$ cat src/rtl/mbx_pkg.sv
package mbx_pkg;
  localparam int MAP_AW = 8;
  localparam int REG_W  = 32;

  localparam logic [MAP_AW-1:0] OFF_CMD  = 8'h00;
  localparam logic [MAP_AW-1:0] OFF_STS  = 8'h04;
  localparam logic [MAP_AW-1:0] OFF_SRC  = 8'h08;
  localparam logic [MAP_AW-1:0] OFF_DST  = 8'h0C;
  localparam logic [MAP_AW-1:0] OFF_WBUF = 8'h80;
  localparam logic [MAP_AW-1:0] OFF_RBUF = 8'h90;

  localparam int STS_BUSY = 0;
  localparam int STS_ERR  = 1;
  localparam int STS_PEND = 2;
  localparam int STS_CODE_LSB = 16;

  localparam int CMD_IRQ_BIT = 8;
  localparam int CMD_LEN_LSB = 16;
  localparam int CMD_LEN_W   = 8;
  localparam int CODE_W      = 8;
endpackage

$ cat src/rtl/mbx_hostregs.sv
module mbx_hostregs
  import mbx_pkg::*;
#(
  parameter int WORDS = 4,
  localparam int BUF_W = WORDS * REG_W
) (
  input  logic              clk,
  input  logic              rst_n,
  input  logic              wr_en,
  input  logic [MAP_AW-1:0] addr,
  input  logic [REG_W-1:0]  wdata,
  output logic [REG_W-1:0]  src_ptr,
  output logic [REG_W-1:0]  dst_ptr,
  output logic [BUF_W-1:0]  wbuf
);
  always_ff @(posedge clk) begin
    if (!rst_n) begin
      src_ptr <= '0;
      dst_ptr <= '0;
    end else if (wr_en) begin
      if (addr == OFF_SRC) src_ptr <= wdata;
      if (addr == OFF_DST) dst_ptr <= wdata;
    end
  end

  for (genvar k = 0; k < WORDS; k++) begin : g_word
    localparam logic [MAP_AW-1:0] WADDR = OFF_WBUF + MAP_AW'(4 * k);
    always_ff @(posedge clk) begin
      if (!rst_n) wbuf[k*REG_W +: REG_W] <= '0;
      else if (wr_en && addr == WADDR) wbuf[k*REG_W +: REG_W] <= wdata;
    end
  end
endmodule

$ cat src/rtl/mbx_core.sv
module mbx_core
  import mbx_pkg::*;
#(
  parameter int WORDS = 4,
  localparam int BUF_W = WORDS * REG_W
) (
  input  logic              clk,
  input  logic              rst_n,
  input  logic              cmd_wr,
  input  logic              sts_wr,
  input  logic [REG_W-1:0]  wdata,
  input  logic              req_ready,
  input  logic              done_valid,
  input  logic              done_err,
  input  logic [CODE_W-1:0] done_code,
  input  logic [BUF_W-1:0]  done_data,
  output logic [REG_W-1:0]  cmd_q,
  output logic              busy,
  output logic              err,
  output logic [CODE_W-1:0] code,
  output logic              pend,
  output logic              req_valid,
  output logic [BUF_W-1:0]  rbuf
);
  logic cmd_take;
  logic done_take;

  assign cmd_take  = cmd_wr && !busy;
  assign done_take = done_valid && busy && !req_valid;

  always_ff @(posedge clk) begin
    if (!rst_n) begin
      cmd_q     <= '0;
      busy      <= 1'b0;
      err       <= 1'b0;
      code      <= '0;
      req_valid <= 1'b0;
      rbuf      <= '0;
    end else if (cmd_take) begin
      cmd_q     <= wdata;
      busy      <= 1'b1;
      req_valid <= 1'b1;
      err       <= 1'b0;
      code      <= '0;
    end else begin
      if (req_valid && req_ready) req_valid <= 1'b0;
      if (done_take) begin
        busy <= 1'b0;
        err  <= done_err;
        code <= done_err ? done_code : '0;
        rbuf <= done_data;
      end
    end
  end

  always_ff @(posedge clk) begin
    if (!rst_n) pend <= 1'b0;
    else if (done_take && cmd_q[CMD_IRQ_BIT]) pend <= 1'b1;
    else if (sts_wr && wdata[STS_PEND]) pend <= 1'b0;
  end
endmodule

$ cat src/rtl/mbx_payload_mask.sv
module mbx_payload_mask
  import mbx_pkg::*;
#(
  parameter int WORDS = 4,
  localparam int BYTES = WORDS * 4,
  localparam int BUF_W = WORDS * REG_W
) (
  input  logic [BUF_W-1:0]     wbuf,
  input  logic [CMD_LEN_W-1:0] len,
  output logic [BUF_W-1:0]     data
);
  for (genvar b = 0; b < BYTES; b++) begin : g_byte
    assign data[8*b +: 8] = (len > CMD_LEN_W'(b)) ? wbuf[8*b +: 8] : 8'h00;
  end
endmodule

$ cat src/rtl/mbx_rdmux.sv
module mbx_rdmux
  import mbx_pkg::*;
#(
  parameter int WORDS = 4,
  localparam int BUF_W = WORDS * REG_W
) (
  input  logic [MAP_AW-1:0] addr,
  input  logic [REG_W-1:0]  cmd_q,
  input  logic              busy,
  input  logic              err,
  input  logic [CODE_W-1:0] code,
  input  logic              pend,
  input  logic [REG_W-1:0]  src_ptr,
  input  logic [REG_W-1:0]  dst_ptr,
  input  logic [BUF_W-1:0]  wbuf,
  input  logic [BUF_W-1:0]  rbuf,
  output logic [REG_W-1:0]  rdata
);
  logic [REG_W-1:0] sts_word;

  always_comb begin
    sts_word = '0;
    sts_word[STS_BUSY] = busy;
    sts_word[STS_ERR]  = err;
    sts_word[STS_PEND] = pend;
    sts_word[STS_CODE_LSB +: CODE_W] = code;
  end

  always_comb begin
    rdata = '0;
    if (addr == OFF_CMD) rdata = cmd_q;
    if (addr == OFF_STS) rdata = sts_word;
    if (addr == OFF_SRC) rdata = src_ptr;
    if (addr == OFF_DST) rdata = dst_ptr;
    for (int k = 0; k < WORDS; k++) begin
      if (addr == OFF_WBUF + MAP_AW'(4 * k)) rdata = wbuf[k*REG_W +: REG_W];
      if (addr == OFF_RBUF + MAP_AW'(4 * k)) rdata = rbuf[k*REG_W +: REG_W];
    end
  end
endmodule

$ cat src/rtl/host_mailbox.sv
module host_mailbox
  import mbx_pkg::*;
#(
  parameter int WORDS = 4,
  localparam int BUF_W = WORDS * REG_W
) (
  input  logic              clk,
  input  logic              rst_n,
  input  logic              reg_wr,
  input  logic [MAP_AW-1:0] reg_addr,
  input  logic [REG_W-1:0]  reg_wdata,
  output logic [REG_W-1:0]  reg_rdata,
  output logic              req_valid,
  input  logic              req_ready,
  output logic [REG_W-1:0]  req_cmd,
  output logic [REG_W-1:0]  req_src,
  output logic [REG_W-1:0]  req_dst,
  output logic [BUF_W-1:0]  req_data,
  input  logic              done_valid,
  input  logic              done_err,
  input  logic [CODE_W-1:0] done_code,
  input  logic [BUF_W-1:0]  done_data,
  output logic              irq
);
  logic [REG_W-1:0]  cmd_q;
  logic              busy;
  logic              err;
  logic [CODE_W-1:0] code;
  logic              pend;
  logic [BUF_W-1:0]  wbuf;
  logic [BUF_W-1:0]  rbuf;

  mbx_hostregs #(.WORDS(WORDS)) u_regs (
    .clk     (clk),
    .rst_n   (rst_n),
    .wr_en   (reg_wr && !busy),
    .addr    (reg_addr),
    .wdata   (reg_wdata),
    .src_ptr (req_src),
    .dst_ptr (req_dst),
    .wbuf    (wbuf)
  );

  mbx_core #(.WORDS(WORDS)) u_core (
    .clk        (clk),
    .rst_n      (rst_n),
    .cmd_wr     (reg_wr && reg_addr == OFF_CMD),
    .sts_wr     (reg_wr && reg_addr == OFF_STS),
    .wdata      (reg_wdata),
    .req_ready  (req_ready),
    .done_valid (done_valid),
    .done_err   (done_err),
    .done_code  (done_code),
    .done_data  (done_data),
    .cmd_q      (cmd_q),
    .busy       (busy),
    .err        (err),
    .code       (code),
    .pend       (pend),
    .req_valid  (req_valid),
    .rbuf       (rbuf)
  );

  mbx_payload_mask #(.WORDS(WORDS)) u_mask (
    .wbuf (wbuf),
    .len  (cmd_q[CMD_LEN_LSB +: CMD_LEN_W]),
    .data (req_data)
  );

  mbx_rdmux #(.WORDS(WORDS)) u_rd (
    .addr    (reg_addr),
    .cmd_q   (cmd_q),
    .busy    (busy),
    .err     (err),
    .code    (code),
    .pend    (pend),
    .src_ptr (req_src),
    .dst_ptr (req_dst),
    .wbuf    (wbuf),
    .rbuf    (rbuf),
    .rdata   (reg_rdata)
  );

  assign req_cmd = cmd_q;
  assign irq     = pend;
endmodule

$ cat config.mk
export PLATFORM = sky130hd
export DESIGN_NAME = host_mailbox
export DESIGN_NICKNAME = d
export VERILOG_FILES = /design/src/rtl/mbx_pkg.sv /design/src/rtl/mbx_hostregs.sv /design/src/rtl/mbx_core.sv /design/src/rtl/mbx_payload_mask.sv /design/src/rtl/mbx_rdmux.sv /design/src/rtl/host_mailbox.sv
export SDC_FILE = /design/constraint.sdc
export NUM_CORES = 1
export LEC_CHECK = 0
export ABC_CLOCK_PERIOD_IN_PS = 3300
export BUFFER_PORTS_ARGS = -buffer_cell sky130_fd_sc_hd__buf_4
export CAP_MARGIN = 20
export CORE_ASPECT_RATIO = 1.25
export CORE_MARGIN = 2
export CORE_UTILIZATION = 25
export DETAILED_ROUTE_END_ITERATION = 10
export HOLD_SLACK_MARGIN = 0.06
export PLACE_DENSITY = 0.52
export SLEW_MARGIN = 20
export SYNTH_ARGS = -nofsm -noshare
export SYNTH_HDL_FRONTEND = slang
export SYNTH_HIERARCHICAL = 1
export SYNTH_SLANG_ARGS = --single-unit
$ cat constraint.sdc
create_clock -name clk -period 3.3 [get_ports clk]
set_clock_uncertainty 0.1 [all_clocks]
set_input_delay 0.33 -clock clk [delete_from_list [all_inputs] [get_ports clk]]
set_output_delay 0.33 -clock clk [all_outputs]
set_load 0.01 [all_outputs]
==> results.py <==
metrics = {
    "synth": {
        "syn_area_mm2": 0.0185,
        "synth_nets": 2350,
        "yosysWarnings": 6,
        "synth_top_cell_by_area": "dfxtp_1",
        "ys_top_cells_by_count": "nand2_1, dfxtp_1, mux2i_1, a21boi_0, a21boi_1",
        "async_flop_share_pct": 0,
        "synth_most_common_cell": "nand2_1",
        "synth_top_area_share_pct": 39.4,
        "synth-edff-count": 0,
        "ys_seq_elements": 364,
        "synthCells": 2168,
        "yosysUniqueCellTypes": 76,
        "synthTopCellsByArea": "dfxtp_1, mux2i_1, nand2_1, a21boi_0, a21boi_1",
        "avgSynthCellArea_um2": 8.52,
        "ys_seq_area_share_pct": 39.4,
        "ys.flop_type": "dfxtp_1",
    },
    "clocking": {
        "clockRootBuffer": "clkbuf_16",
        "numCtsBuffers": 42,
        "cts_tree": "built",
        "cts-htree-levels": 2,
        "cts_max_path_buffers": 3,
        "cts_num_sinks": 364,
        "clk_pin_slew_ns": 0.06,
        "clock_latency_ns": 0.56,
    },
    "route": {
        "via_per_inst": 5.04,
        "routed_wirelength_mm": 97.8,
        "drtIter0Drc": 1437,
        "antenna_left": 0,
        "wl_per_cell_um": 26.2,
        "drt-pass1-iter-count": 5,
        "vias": 18800,
        "drc_errors": 0,
    },
    "global_route": {
        "grt_max_degree": 138,
        "globalRouteOverflowTotal": 0,
        "grt_pass1_vias": 18900,
        "grt_use_total_pct": 24.7,
        "antenna_found_initial": 7,
        "grt_pass1_wl_mm": 135,
    },
    "pwr": {
        "p_leak_nw": 10.0,
        "power.density_mw_per_mm2": 393,
        "ir_drop_v": 0.000304,
    },
    "die": {
        "ios": 440,
        "die_w_um": 247,
        "die_h_um": 308,
        "core_mm2": 0.0733,
        "die_area_mm2": 0.0761,
        "start_util_pct": 25.2,
        "rows": 111,
    },
    "timing": {
        "max_freq_mhz": 305,
        "period_share_pct": 99.4,
        "fin_ws_ns": 0.0214,
        "tightestPinTransition_ns": 0.953,
        "rsz0062_at_grt": "no",
        "setup_tns_ns": 0,
        "drv_slew": 0,
        "setup_viol": 0,
        "hold_viol": 0,
        "timing.slew.headroom_pct": 36.4,
        "hold_slack_ns": 0.134,
        "layout_min_cycle_time_ns": 3.28,
    },
    "critical_path": {
        "max_stage_delay_ns": 0.94,
        "r2r_setup_slack_ns": 0.89,
        "cp_slowest_cell": "dfxtp_1",
        "cp-start-kind": "flip-flop",
        "cp.required_ns": 2.87,
        "crit_type": "flip-flop to output pin",
        "path_max_fanout": 13,
        "path_cells": "nand4_1, a21boi_0, buf_4",
        "worst_setup_path_end_kind": "output pin",
        "worstPathArrival_ns": 2.85,
    },
    "cells_and_area": {
        "nets": 2918,
        "final_area_mm2": 0.0260,
        "drive_gt1_share_pct": 23.8,
        "final.fill_count": 7624,
        "layout.cells.non_filler": 3732,
        "synthToLayoutAreaGrowth_pct": 40.8,
    },
    "outcome": {
        "status": "completed",
    },
    "job": {
        "drv_cap": 0,
    },
    "place": {
        "gp_congestion": 0.921,
        "dpl.hpwl_mm": 76.0,
        "placed_cell_area_mm2": 0.0228,
        "pre_cts_ws_ns": 0.145,
        "dp_cells": 3479,
        "io_buffers": 439,
    },
    "worst_hold_path": {
        "hold_path_class": "input pin to flip-flop",
    },
}
-- cell usage in the layout (no fill, tap or decap), types with 18 or more instances in the layout --
cell type,count
buf_4,518
o21ai_0,45
o22ai_1,18
nand2_1,618
a21oi_1,36
nand3_1,25
dlygate4sd3_1,173
a21boi_0,140
dfxtp_1,364
mux2i_1,239
clkbuf_16,43
a31oi_1,35
a21boi_1,101
inv_1,36
o221ai_1,19
nor2_1,59
-- sequential cells by signal (all words and copies together) (netlist names) --
signal,cells
u_regs/dst_ptr,32
u_core/err,1
u_core/busy,1
u_regs/wbuf,128
u_core/req_valid,1
u_regs/src_ptr,32
u_core/pend,1
u_core/code,8
u_core/cmd_q,32
u_core/rbuf,128
-- final timing paths --
kind,start,end,cells past startpoint
worst max-delay path,u_core/cmd_q[18],req_data[113],3
worst max register to register,u_core/busy,u_core/code[4],6
worst min-delay path,rst_n,u_core/cmd_q[31],2
worst min register to register,u_core/rbuf[94],u_core/rbuf[94],2
-- logic make-up (layout without fill, tap and decap cells) --
group,count (synthesis),in the layout,synth area share [%]
buffers and inverters,218,818,6.59
muxes,258,258,14.3
and+or+nand+nor,794,794,18.6
AOI/OAI and AO/OA,534,534,21.0
DFF,364,364,39.4
other,0,4,0
-- metrics by stage --
stage	total power [mW]	util, %
finish	10.2	35.5
global placement	5.17	31.1
global route	10.5	35.5
floorplan	4.81	-
CTS	10.3	35.5
detailed placement	5.17	31.1
-- cell type report --
type / instances / area [µm²] / area share [%]
clock buffer: 54 / 1170 / 4.49
antenna: 4 / 10.0 / 0.0385
multi-input combinational: 1586 / 10000 / 38.5
clock inverter: 22 / 278 / 1.07
sequential: 364 / 7290 / 28.0
tap: 960 / 1200 / 4.62
timing repair buffer: 706 / 5920 / 22.7
inverter: 36 / 135 / 0.519
-- what timing repair did --
action | 4_1_cts | 5_1_grt
buffers inserted | 0 | 0
hold buffers | 173 | 0
endpoints found under the hold margin | 170 | 0
gates resized for setup | 0 | 0
-- power by group --
group	leakage, nW	internal, mW	total (mW)	switching (mW)
logic	6.39	0.413	0.839	0.427
clock network	0.718	2.98	4.98	2.00
registers	2.93	4.40	4.40	0.00591
-- worst max-delay path: cells and delay by family, from the launching register on --
kind	cells	cell delay, ns
DFF	1	0.94
AOI/OAI and AO/OA	1	0.61
and+or+nand+nor	1	0.49
buffers and inverters	1	0.23
-- routing by layer --
metal / wire length (µm) / vias up / global-route usage [%]
met5: 55 / - / 0
met4: 5490 / 8 / 12.9
met3: 4850 / 179 / 3.34
met2: 50700 / 692 / 45.6
met1: 36700 / 9213 / 27.3
li1: - / 8724 / -
No activity file was read; power rests on OpenSTA's default activity.
